File: src/rtl/sinc3_pkg.sv
package sinc3_pkg;
  localparam int SINC_ACC_W     = 40;
  localparam int SINC_OUT_W     = 24;
  localparam int SINC_CODE_W    = 11;
  localparam int SINC_GAIN_W    = 3;
  localparam int SINC_ORDER     = 3;
  localparam int SINC_CODE_MIN  = 10;
  localparam int SINC_RATIO_SH  = 2;   // ratio = code << 2
  localparam int SINC_GAIN_BASE = 3;   // selects above this shift left
endpackage

File: src/rtl/sinc3_ctrl.sv
module sinc3_ctrl #(
  parameter int CODE_W   = 11,
  parameter int RATIO_SH = 2,
  parameter int CODE_MIN = 10,
  localparam int RATIO_W = CODE_W + RATIO_SH
) (
  input  logic              clk_i,
  input  logic              rst_ni,
  input  logic              mod_en_i,
  input  logic [CODE_W-1:0] code_i,
  input  logic              resync_i,
  output logic              clear_o,
  output logic              sample_o,
  output logic              dump_o,
  output logic [CODE_W-1:0] code_q_o,
  output logic [RATIO_W-1:0] ratio_o
);
  localparam logic [CODE_W-1:0]  CODE_LO   = CODE_W'(CODE_MIN);
  localparam logic [RATIO_W-1:0] RATIO_RST = RATIO_W'(CODE_MIN) << RATIO_SH;

  logic [CODE_W-1:0]  code_q;
  logic [RATIO_W-1:0] ratio_q, cnt_q;
  logic               dump_q;
  logic               code_chg;
  logic [CODE_W-1:0]  code_clamp;

  assign code_chg   = (code_i != code_q);
  assign clear_o    = resync_i | code_chg;
  assign sample_o   = mod_en_i & ~clear_o;
  assign code_clamp = (code_i < CODE_LO) ? CODE_LO : code_i;

  always_ff @(posedge clk_i or negedge rst_ni) begin
    if (!rst_ni) begin
      code_q  <= '0;
      ratio_q <= RATIO_RST;
    end else if (code_chg) begin
      code_q  <= code_i;
      ratio_q <= {code_clamp, {RATIO_SH{1'b0}}};
    end
  end

  always_ff @(posedge clk_i or negedge rst_ni) begin
    if (!rst_ni) begin
      cnt_q  <= '0;
      dump_q <= 1'b0;
    end else if (clear_o) begin
      cnt_q  <= '0;
      dump_q <= 1'b0;
    end else if (mod_en_i) begin
      if (cnt_q == ratio_q - RATIO_W'(1)) begin
        cnt_q  <= '0;
        dump_q <= 1'b1;
      end else begin
        cnt_q  <= cnt_q + RATIO_W'(1);
        dump_q <= 1'b0;
      end
    end else begin
      dump_q <= 1'b0;
    end
  end

  assign dump_o   = dump_q;
  assign code_q_o = code_q;
  assign ratio_o  = ratio_q;
endmodule

File: src/rtl/sinc3_integ.sv
module sinc3_integ #(
  parameter int ACC_W = 40,
  parameter int ORDER = 3
) (
  input  logic                    clk_i,
  input  logic                    rst_ni,
  input  logic                    clear_i,
  input  logic                    sample_i,
  input  logic                    bit_i,
  output logic signed [ACC_W-1:0] integ_o
);
  for (genvar k = 0; k < ORDER; k++) begin : g_int
    logic signed [ACC_W-1:0] add_w;
    logic signed [ACC_W-1:0] acc_q;
    if (k == 0) begin : g_src
      assign add_w = bit_i ? ACC_W'(1) : {ACC_W{1'b1}};  // +1 / -1
    end else begin : g_src
      assign add_w = g_int[k-1].acc_q;
    end
    always_ff @(posedge clk_i or negedge rst_ni) begin
      if (!rst_ni)       acc_q <= '0;
      else if (clear_i)  acc_q <= '0;
      else if (sample_i) acc_q <= acc_q + add_w;
    end
  end

  assign integ_o = g_int[ORDER-1].acc_q;
endmodule

File: src/rtl/sinc3_comb.sv
module sinc3_comb #(
  parameter int ACC_W = 40,
  parameter int ORDER = 3
) (
  input  logic                    clk_i,
  input  logic                    rst_ni,
  input  logic                    clear_i,
  input  logic                    dump_i,
  input  logic signed [ACC_W-1:0] integ_i,
  output logic signed [ACC_W-1:0] y_o,
  output logic                    vld_o
);
  for (genvar k = 0; k < ORDER; k++) begin : g_cmb
    logic signed [ACC_W-1:0] in_w, dly_q, diff_w;
    if (k == 0) begin : g_src
      assign in_w = integ_i;
    end else begin : g_src
      assign in_w = g_cmb[k-1].diff_w;
    end
    assign diff_w = in_w - dly_q;
    always_ff @(posedge clk_i or negedge rst_ni) begin
      if (!rst_ni)      dly_q <= '0;
      else if (clear_i) dly_q <= '0;
      else if (dump_i)  dly_q <= in_w;
    end
  end

  always_ff @(posedge clk_i or negedge rst_ni) begin
    if (!rst_ni) begin
      y_o   <= '0;
      vld_o <= 1'b0;
    end else if (clear_i) begin
      y_o   <= '0;
      vld_o <= 1'b0;
    end else begin
      vld_o <= dump_i;
      if (dump_i) y_o <= g_cmb[ORDER-1].diff_w;
    end
  end
endmodule

File: src/rtl/sinc3_scale.sv
module sinc3_scale #(
  parameter int ACC_W     = 40,
  parameter int OUT_W     = 24,
  parameter int GAIN_W    = 3,
  parameter int GAIN_BASE = 3
) (
  input  logic                    clk_i,
  input  logic                    rst_ni,
  input  logic                    clear_i,
  input  logic signed [ACC_W-1:0] y_i,
  input  logic                    vld_i,
  input  logic [GAIN_W-1:0]       gain_i,
  output logic [OUT_W-1:0]        result_o,
  output logic                    valid_o
);
  localparam int MAX_SH = (1 << GAIN_W) - 1 - GAIN_BASE;
  localparam int EXT_W  = ACC_W + MAX_SH + 1;
  localparam int DROP   = ACC_W - OUT_W;
  localparam logic signed [EXT_W-1:0] HALF   = EXT_W'(1) << (DROP - 1);
  localparam logic signed [EXT_W-1:0] POS_FS = (EXT_W'(1) << (OUT_W - 1)) - EXT_W'(1);
  localparam logic signed [EXT_W-1:0] NEG_FS = -POS_FS - EXT_W'(1);

  logic [GAIN_W-1:0]       sh_w;
  logic signed [EXT_W-1:0] ext_w, shl_w, rnd_w, q_w, sat_w;

  assign sh_w  = (gain_i > GAIN_W'(GAIN_BASE)) ? gain_i - GAIN_W'(GAIN_BASE) : '0;
  assign ext_w = {{(EXT_W-ACC_W){y_i[ACC_W-1]}}, y_i};
  assign shl_w = ext_w <<< sh_w;
  assign rnd_w = shl_w + HALF;
  assign q_w   = rnd_w >>> DROP;

  always_comb begin
    if (q_w > POS_FS)      sat_w = POS_FS;
    else if (q_w < NEG_FS) sat_w = NEG_FS;
    else                   sat_w = q_w;
  end

  always_ff @(posedge clk_i or negedge rst_ni) begin
    if (!rst_ni) begin
      result_o <= '0;
      valid_o  <= 1'b0;
    end else begin
      valid_o <= vld_i & ~clear_i;
      if (vld_i && !clear_i) result_o <= sat_w[OUT_W-1:0];
    end
  end
endmodule

File: src/rtl/sinc3_decim.sv
module sinc3_decim
  import sinc3_pkg::*;
#(
  parameter int ACC_W     = SINC_ACC_W,
  parameter int OUT_W     = SINC_OUT_W,
  parameter int CODE_W    = SINC_CODE_W,
  parameter int GAIN_W    = SINC_GAIN_W,
  parameter int ORDER     = SINC_ORDER,
  parameter int CODE_MIN  = SINC_CODE_MIN,
  parameter int RATIO_SH  = SINC_RATIO_SH,
  parameter int GAIN_BASE = SINC_GAIN_BASE,
  localparam int RATIO_W  = CODE_W + RATIO_SH
) (
  input  logic              clk_i,
  input  logic              rst_ni,
  input  logic              mod_bit_i,
  input  logic              mod_en_i,
  input  logic [CODE_W-1:0] code_i,
  input  logic [GAIN_W-1:0] gain_i,
  input  logic              resync_i,
  output logic [OUT_W-1:0]  result_o,
  output logic              valid_o
);
  logic                    clear_w, sample_w, dump_w, cvld_w;
  logic [CODE_W-1:0]       code_q;
  logic [RATIO_W-1:0]      ratio_q;
  logic signed [ACC_W-1:0] integ_w, y_w;

  sinc3_ctrl #(.CODE_W(CODE_W), .RATIO_SH(RATIO_SH), .CODE_MIN(CODE_MIN)) u_ctrl (
    .clk_i(clk_i), .rst_ni(rst_ni), .mod_en_i(mod_en_i), .code_i(code_i),
    .resync_i(resync_i), .clear_o(clear_w), .sample_o(sample_w), .dump_o(dump_w),
    .code_q_o(code_q), .ratio_o(ratio_q)
  );

  sinc3_integ #(.ACC_W(ACC_W), .ORDER(ORDER)) u_integ (
    .clk_i(clk_i), .rst_ni(rst_ni), .clear_i(clear_w), .sample_i(sample_w),
    .bit_i(mod_bit_i), .integ_o(integ_w)
  );

  sinc3_comb #(.ACC_W(ACC_W), .ORDER(ORDER)) u_comb (
    .clk_i(clk_i), .rst_ni(rst_ni), .clear_i(clear_w), .dump_i(dump_w),
    .integ_i(integ_w), .y_o(y_w), .vld_o(cvld_w)
  );

  sinc3_scale #(.ACC_W(ACC_W), .OUT_W(OUT_W), .GAIN_W(GAIN_W), .GAIN_BASE(GAIN_BASE)) u_scale (
    .clk_i(clk_i), .rst_ni(rst_ni), .clear_i(clear_w), .y_i(y_w), .vld_i(cvld_w),
    .gain_i(gain_i), .result_o(result_o), .valid_o(valid_o)
  );
endmodule

File: config.mk
export PLATFORM = sky130hd
export DESIGN_NAME = sinc3_decim
export DESIGN_NICKNAME = d
export VERILOG_FILES = /design/src/rtl/sinc3_pkg.sv /design/src/rtl/sinc3_ctrl.sv /design/src/rtl/sinc3_integ.sv /design/src/rtl/sinc3_comb.sv /design/src/rtl/sinc3_scale.sv /design/src/rtl/sinc3_decim.sv
export SDC_FILE = /design/constraint.sdc
export NUM_CORES = 1
export LEC_CHECK = 0
export BUFFER_PORTS_ARGS = -buffer_cell sky130_fd_sc_hd__buf_2
export CAP_MARGIN = 20
export CORE_ASPECT_RATIO = 2
export CORE_MARGIN = 2
export CORE_UTILIZATION = 50
export CTS_CLUSTER_SIZE = 40
export DETAILED_ROUTE_END_ITERATION = 7
export HOLD_SLACK_MARGIN = 0.08
export PLACE_DENSITY = 0.72
export SYNTH_ARGS = -nofsm -noshare
export SYNTH_HDL_FRONTEND = slang
export SYNTH_SLANG_ARGS = --single-unit
File: constraint.sdc
create_clock -name clk_i -period 14.75 [get_ports clk_i]
set_clock_uncertainty 0.2 [all_clocks]
set_input_delay 2.95 -clock clk_i [delete_from_list [all_inputs] [get_ports clk_i]]
set_output_delay 2.95 -clock clk_i [all_outputs]
set_load 0.01 [all_outputs]
==> Yosys cells after proc, flatten, opt, wreduce, memory -nomap -nowiden <==
Cells that the tools add are included.
{ "totals": {"input_bits": 19, "elab_cells": 66, "ff_bits": 342} }
{ "op_classes": {"reduce_logical": 5, "n_mux": 26, "eq_ne": 2, "n_lt_le_gt_ge": 4, "add_sub_neg": 10, "shifts": 1, "bitwise": 4} }
{ "ops": {"columns": ["operator", "n"], "rows": [
  ["40-bit 2-to-1 mux", 15],
  ["40-bit adder", 3],
  ["40-bit subtractor", 3],
  ["24-bit 2-to-1 mux", 2],
  ["45-bit by 17-bit adder with 45-bit output (second input constant)", 1],
  ["40-bit by 3-bit <<< shifter with 45-bit output", 1],
  ["13-bit 2-to-1 mux", 3],
  ["29-bit by 24-bit greater-than comparator with 1-bit output (second input constant)", 1],
  ["29-bit by 24-bit < comparator with 1-bit output (second input constant)", 1],
  ["13-bit by 1-bit adder with 13-bit output (second input constant)", 1],
  ["13-bit == test", 1],
  ["13-bit by 1-bit subtractor with 13-bit output (second input constant)", 1],
  ["11-bit by 4-bit < comparator with 1-bit output (second input constant)", 1],
  ["11-bit 2-to-1 mux", 1],
  ["11-bit inequality test", 1],
  ["2-bit nonzero test", 3],
  ["1-bit 2-to-1 mux", 4],
  ["3-bit by 2-bit greater-than comparator with 1-bit output (second input constant)", 1],
  ["3-bit 2-to-1 mux", 1],
  ["3-bit by 2-bit subtractor with 3-bit output (second input constant)", 1],
  ["1-bit AND", 2],
  ["1-bit logical AND", 1],
  ["1-bit zero test", 1],
  ["1-bit inverter", 1],
  ["1-bit OR", 1]
]} }

==> Longest topological paths before layout <==
Gate-level depths: netlist of run 1.
{ "depth": {"ltp_word": 7, "depth_mapped": 36, "depth_no_buf": 36} }

==> Modules after synthesis <==
A second synthesis of run 1 with hierarchy kept.
{ "hier_totals": {"hier_cells": 3481, "area_unflattened_um2": 29783.6} }
{ "modules_own_cells": {"columns": ["module", "cells_each", "area_each_um2", "n_inst", "seq_area_each_um2"], "rows": [
  ["sinc3_comb", 1537, 13153.9, 1, 4028.9],
  ["sinc3_integ", 1289, 10944.2, 1, 3002.9],
  ["sinc3_scale", 451, 3636.0, 1, 625.6],
  ["sinc3_ctrl", 204, 2049.5, 1, 903.4]
]} }

==> Least setup slack after synthesis of run 1 <==
Ideal clock, no wire load.
{ "synth_timing": {"path_type": "register to register", "from": "reg u_integ.g_int[2].acc_q[4], in the netlist u_integ.integ_o[4]", "to": "reg u_comb.y_o[39]", "required_ns": 14.418, "setup_ns": 0.132, "period_less_slack_ns": 7.499, "path_stages_with_launch": 35, "arrival_time_ns": 7.168, "slack_ns": 7.251, "cell_sequence": "dfrtp_1 ha_1 a21o_1 or3_1 nor2_1 nor3b_1 o21ai_0 a21boi_0 o21a_1 o31a_1 o41ai_1 o21ai_0 xnor2_1 ha_1 and3_1 and2_1 a221o_1 or3_1 a31oi_1 a21oi_1 a31oi_1 o21bai_1 xor2_1 ha_1 nand2_1 o21ai_0 nor4_1 o32ai_1 a221oi_1 nor4b_1 nor2_1 o21bai_1 xnor3_1 mux2i_1 nor2_1"} }
{ "synth_via": {"elab_chain_len": 5} }
{ "synth_lines": {"columns": ["item", "line_no", "text"], "rows": [
  ["from (decl)", "sinc3_integ.sv:14", "logic signed [ACC_W-1:0] acc_q;"],
  ["from (signal assigned)", "sinc3_integ.sv:23", "else if (sample_i) acc_q <= acc_q + add_w;"],
  ["40-bit subtractor (3 in series)", "sinc3_comb.sv:20", "assign diff_w = in_w - dly_q;"],
  ["40-bit 2-to-1 mux", "sinc3_comb.sv:37", "if (dump_i) y_o <= g_cmb[ORDER-1].diff_w;"],
  ["40-bit 2-to-1 mux", "sinc3_comb.sv:32", "end else if (clear_i) begin"],
  ["to (signal assigned)", "sinc3_comb.sv:37", null],
  ["to (decl)", "sinc3_comb.sv:10", "output logic signed [ACC_W-1:0] y_o,"]
]} }
Every way passes these cells. The select of a mux whose other input is x is not followed.
A chain may end at the register's enable or synchronous reset.

==> Final worst setup path of run 1 <==
Ends and elaborated chain as after synthesis.

==> results of run 1 <==
## state kept, by name (all words and copies together) (netlist names)
name / count
u_comb.g_cmb.dly_q: 120
u_integ.g_int.acc_q: 80
u_integ.integ_o: 40
u_comb.y_o: 32
u_scale.result_o: 24
u_ctrl.cnt_q: 13
u_ctrl.code_q_o: 11
u_ctrl.ratio_o: 11
u_comb.vld_o: 1
u_ctrl.dump_o: 1
u_scale.valid_o: 1
## metal layers
| metal | wire [microns] | vias to the layer above | track usage, % | part of all wire, % |
|---|---|---|---|---|
| met1 | 21300 | 10130 | 20.6 | 36 |
| li1 | - | 10449 | - | - |
| met5 | 0 | - | 0 | 0 |
| met3 | 1280 | 206 | 1.80 | 2.2 |
| met2 | 32500 | 418 | 42.9 | 56 |
| met4 | 3440 | 0 | 13.1 | 5.9 |
## cell families (layout without fill, tap and decap cells)
group                    after synthesis  after routing  synth area share, %
XOR/XNOR                             260            260                 8.76
flip-flops                           334            334                 32.0
AO/OA/AOI/OAI                        739            739                 18.7
AND/OR/NAND/NOR                      810            810                 14.0
multiplexers                         271            271                 10.4
adder cells (fa/ha/maj)              242            242                 11.7
buffers and inverters                289            312                 4.39
## metrics by stage
step	hold WS [ns]	cells	utilization [%]
after CTS	0.290	3625	54.3
after detailed placement	0.276	3562	52.1
after global placement	0.274	3559	52.1
final	0.283	3628	54.5
after floorplan	0.270	2945	-
after global routing	0.307	3628	54.5
## power groups by stage
stage / logic [mW] / clock network (mW) / registers [mW]
after floorplan: 0.0810 / 0 / 0.938
after global placement: 0.115 / 0 / 0.939
after detailed placement: 0.120 / 0 / 0.939
after CTS: 0.120 / 0.935 / 0.922
after global routing: 0.133 / 0.964 / 0.922
final: 0.119 / 0.910 / 0.922
## worst paths after layout
path	startpoint	end	slack (ns)	cells after the start
min	u_scale.result_o[23]$_DFFE_PN0P_	u_scale.result_o[23]$_DFFE_PN0P_	0.28	1
max	u_integ.integ_o[4]$_DFFE_PN0P_	u_comb.y_o[39]$_DFFE_PN0P_	5.93	34
max reg2reg	u_integ.integ_o[4]$_DFFE_PN0P_	u_comb.y_o[39]$_DFFE_PN0P_	5.93	34
min in group asynchronous	rst_ni	u_comb.g_cmb[2].dly_q[0]$_DFFE_PN0P_	2.20	1
max in group asynchronous	rst_ni	u_ctrl.dump_o$_DFF_PN0_	10.13	4
min reg2reg	u_scale.result_o[23]$_DFFE_PN0P_	u_scale.result_o[23]$_DFFE_PN0P_	0.28	1
## cell type report
type	instances	area (sq um)
clock inverters	12	148
inverters	185	694
multi-input cells	2322	16700
flip-flops and latches	334	8360
repair buffers	64	435
clock buffers	51	1020
well taps	660	826
fillers	4535	23500
## layout by cell type, fill, tap and decap left out, types with 30 or more instances in the layout
master | netlist | layout
nand2b_1 | 33 | 32
o21ai_0 | 128 | 128
nand2_1 | 186 | 186
a21o_1 | 127 | 127
clkbuf_16 | 0 | 35
and3_1 | 30 | 30
ha_1 | 237 | 237
o21a_1 | 36 | 36
nor2_1 | 374 | 373
o21bai_1 | 31 | 31
xor2_1 | 89 | 89
a211oi_1 | 32 | 32
mux2i_1 | 261 | 261
inv_1 | 185 | 185
nand3_1 | 41 | 41
a21oi_1 | 218 | 218
xnor2_1 | 170 | 170
dfrtp_1 | 332 | 331
buf_2 | 4 | 42
==> impl_metrics.toml, run 1 <==
[sta]
tns_ns = 0
slew_violations = 0
period_minus_slack_ns = 8.82
setup_viol_count_final = 0
rsz0062_at_grt = "false"
hold_violations = 0
timing.fmax_mhz = 113
slew_headroom_pct = 34.3
postLayoutSetupSlackWorst_ns = 5.93
period_share_pct = 59.8
worstMarginPinSlew_ns = 0.983

[power]
p_per_area_nw_per_um2 = 69.3
p_int_mw = 1.48
p_leak_nw = 12.9
peakVddDrop_mv = 0.0866
seqPwrFrac_pct = 47.2
pwr-share-clk_pct = 46.6
combPwrFrac_pct = 6.1
switching_power_uw = 468
totalPowerFinal_mw = 1.95
switching_share_pct = 24.0

[worst_setup_path]
worstSetupPathType = "reg2reg"
worstPathRequired_ns = 14.98
max_stage_delay_ns = 0.64
worst_setup_path_start_kind = "flop"
cp-end-kind = "flop"
arrival_ns = 9.05
slowest_stage = "o32ai_1"
cp_num_buf_inv = 0
path_max_fanout = 4
cp_top_family = "compound AO/OA/AOI/OAI gates"

[cts]
cts.repair.resized = 0
htreeDepth = 2
clk_latency_ns = 0.56
clockRootBuffer = "clkbuf_16"
cts_tree = "done"
cts_setup_buffers = 0
numCtsBuffers = 35
ctsHoldBuffers = 0
clk_pin_slew_worst_paths_ns = 0.06
cts_buffer_depth = 3
clock-sinks = 334

[floorplanning]
ios = 44
coreArea_sq_um = 51700
die-area_sq_um = 54300
die_height_microns = 327
die_w_microns = 166
start_util_pct = 50.6
rows = 118

[final_layout]
fin_area_sq_um = 28100
diodes = 0
num-nets-final = 3203
syn_to_final_growth_pct = 7.64
drive_above_1_share_pct = 5.86

[routing]
vias = 21203
final_antenna_net_count = 0
routed_wl_microns = 58500
first_pass_iters = 5
vias_per_cell = 5.84
drt_iter0_drc = 945
drc = 0
wl_per_cell_microns = 16.1

[synthesis]
yosysMostFrequentCell = "nor2_1"
ys_warn_count = 0
yosysUniqueCellTypes = 84
synth-edff-count = 0
ys_ff_latch = 334
ys.flop_type = "dfrtp_1"
syn-cell-area_sq_um = 26200
synth_commonest_cells = "374 x nor2_1, 332 x dfrtp_1, 261 x mux2i_1"
ys_seq_area_share_pct = 32.0
yosys.area.top_type_share_pct = 31.8
syn_inst = 2945
avgSynthCellArea_sq_um = 8.88
synth_nets = 3206
synth_largest_area_cell = "dfrtp_1"
async_reset_ff_share_pct = 100
synth_area_leaders = "dfrtp_1 32%, ha_1 11%, mux2i_1 10%"

[place]
routabilityCongestion = 0.959
dp_slack_ns = 5.90
io_buffer_count = 43
place_area_sq_um = 26900
dp_hpwl_microns = 43200

[global_routing]
grt_pass1_wl_microns = 99300
grt_pass1_vias = 22181
grt_max_degree = 155
antenna_found_initial = 0
grt_overflow = 0
grt_usage_pct = 21.3

[status]
status = "complete, no violations"

[min_path]
hold_class = "reg2reg"

[run]
maxCapViolCount = 0
Power figures use the tool's default switching activity.
==> run 2, diff against run 1 <==
Clock period 14.75 ns to 8.8 ns, I/O delays scaled along.
==> run 2 against run 1 <==
Against the previous run:
- wire length down 0.82%
- clock power up 71%
- sequential share of layout area down 0.084 points
- highest routed layer unchanged
- largest power group is now the clock network
- global-route usage down 0.42 points
- register-to-register slack worse by 5.3 ns
- count of clock-buffer cells in the layout down 9
- cell count about the same
- worst hold slack about the same
- critical path type unchanged
- largest cell class unchanged
- sequential power up 67%
==> impl_metrics.toml, run 2 (synthesized netlist as in run 1, its figures left out) <==
[cts]
htreeDepth = 2
clock-sinks = 334
clk_latency_ns = 0.54
clk_pin_slew_worst_paths_ns = 0.06
cts_tree = "done"
clockRootBuffer = "clkbuf_16"
cts_buffer_depth = 3
numCtsBuffers = 34
ctsHoldBuffers = 0

[final_layout]
diodes = 0
final_cell_mix = "373 x nor2_1, 331 x dfrtp_1, 261 x mux2i_1"
largest_register_ffs = 120
fillers = 4523
num-nets-final = 3204
utilization_pct = 54.6
multiInputGateArea_sq_um = 16700
drive_above_1_share_pct = 6.17
top_register = "u_comb.g_cmb.dly_q"
syn_to_final_growth_pct = 7.95
seqCellArea_sq_um = 8360
final_common_cell = "nor2_1"
finalNonFillerCells = 3627

[global_routing]
grt_pass1_vias = 21939
grt_busiest_layer = "met2"
antenna_found_initial = 0
use_met1_pct = 20.1
grt_pass1_wl_microns = 97400
grt_max_degree = 213
gr-usage-met2_pct = 42.7
grt_overflow = 0
use_met3_pct = 1.68
grt_usage_pct = 20.9

[place]
placed_cells = 3565
dp_hpwl_microns = 42400
routabilityCongestion = 0.953
io_buffer_count = 43

[routing]
drt_iter0_drc = 881
first_pass_iters = 5
drc = 0
vias = 20996
final_antenna_net_count = 0
routed_wl_microns = 58000
wl_per_cell_microns = 16.0
vias_per_cell = 5.79

[power]
p_per_area_nw_per_um2 = 117
peakVddDrop_mv = 0.163
totalPowerFinal_mw = 3.30
p_leak_nw = 13.0

[status]
status = "complete, no violations"

[worst_setup_path]
path_max_fanout = 4
worstPathRequired_ns = 9.01
max_stage_delay_ns = 0.51
arrival_ns = 8.33
worst_setup_path_start_kind = "flop"
worstSetupPathType = "reg2reg"
slowest_stage = "nor4_2"
cp-end-kind = "flop"
rrSetupSlack_ns = 0.68

[sta]
slew_headroom_pct = 18.4
rsz0062_at_grt = "false"
period_share_pct = 92.3
slew_violations = 0
tns_ns = 0
period_minus_slack_ns = 8.12
hold_violations = 0
setup_viol_count_final = 0
worstMarginPinSlew_ns = 1.22
hold_slack_ns = 0.283
timing.fmax_mhz = 123

[floorplanning]
rows = 118
start_util_pct = 50.6
die_w_microns = 166
die_height_microns = 327
coreArea_sq_um = 51700
ios = 44
die-area_sq_um = 54300

[min_path]
hold_class = "reg2reg"

[run]
maxCapViolCount = 0
==> run 2: cell count changes in the layout (fill, tap and decap cells not counted), sizes merged <==
cell	delta
clkbuf	-9
clkinv	+4
clkinvlp	+2
bufinv	+3
buf	+2
inv	-3
==> run 2: final cells by class <==
class	instances	area share, %
Sequential cell	334	29.6
Timing Repair Buffer	66	1.69
Clock inverter	18	0.847
Tap cell	660	2.93
Inverter	185	2.46
Multi-Input combinational cell	2322	59.1
Clock buffer	42	3.33
==> run 2: per-stage QoR <==
stage	worst slack (ns)	instance area, sq um
finish	0.680	28200
detailed placement	0.314	27000
global placement	0.553	27000
floorplan	1.30	26200
global route	0.0555	28200
CTS	0.296	28200
==> run 2: layer usage <==
layer  share of wire [%]  routed length, microns
met5                   0                       0
met4                 5.5                    3160
met3                 2.1                    1210
met2                  56                   32300
met1                  37                   21300
==> run 2: critical path, delay by kind of cell (launching register included) <==
family	cells	cell delay [ns]
mux	1	0.14
buf+inv	1	0.16
xor+xnor	3	0.75
simple gates	11	2.17
fa+ha+maj	3	0.98
flops	1	0.42
compound gates	16	3.19
==> run 2: power by group <==
group / leakage (nW) / total (mW) / switching, mW / internal [mW]
Combinational: 7.79 / 0.202 / 0.127 / 0.0746
Sequential: 4.61 / 1.54 / 0.00421 / 1.54
Clock: 0.582 / 1.56 / 0.645 / 0.911
Total: 13.0 / 3.30 / 0.776 / 2.53
==> run 2: final timing paths <==
path                                                  startpoint                                    to  cells after the start
worst max-delay path              u_integ.integ_o[4]$_DFFE_PN0P_            u_comb.y_o[39]$_DFFE_PN0P_                     35
worst min-delay path            u_scale.result_o[23]$_DFFE_PN0P_      u_scale.result_o[23]$_DFFE_PN0P_                      1
worst max register to register    u_integ.integ_o[4]$_DFFE_PN0P_            u_comb.y_o[39]$_DFFE_PN0P_                     35
worst min register to register  u_scale.result_o[23]$_DFFE_PN0P_      u_scale.result_o[23]$_DFFE_PN0P_                      1
max in group asynchronous                                 rst_ni               u_ctrl.dump_o$_DFF_PN0_                      2
min in group asynchronous                                 rst_ni  u_comb.g_cmb[2].dly_q[1]$_DFFE_PN0P_                      1
==> run 2: what timing repair did <==
item	4_1_cts	5_1_grt
gates resized for setup	0	4
endpoints found under the setup margin	0	5
buffers inserted	0	0
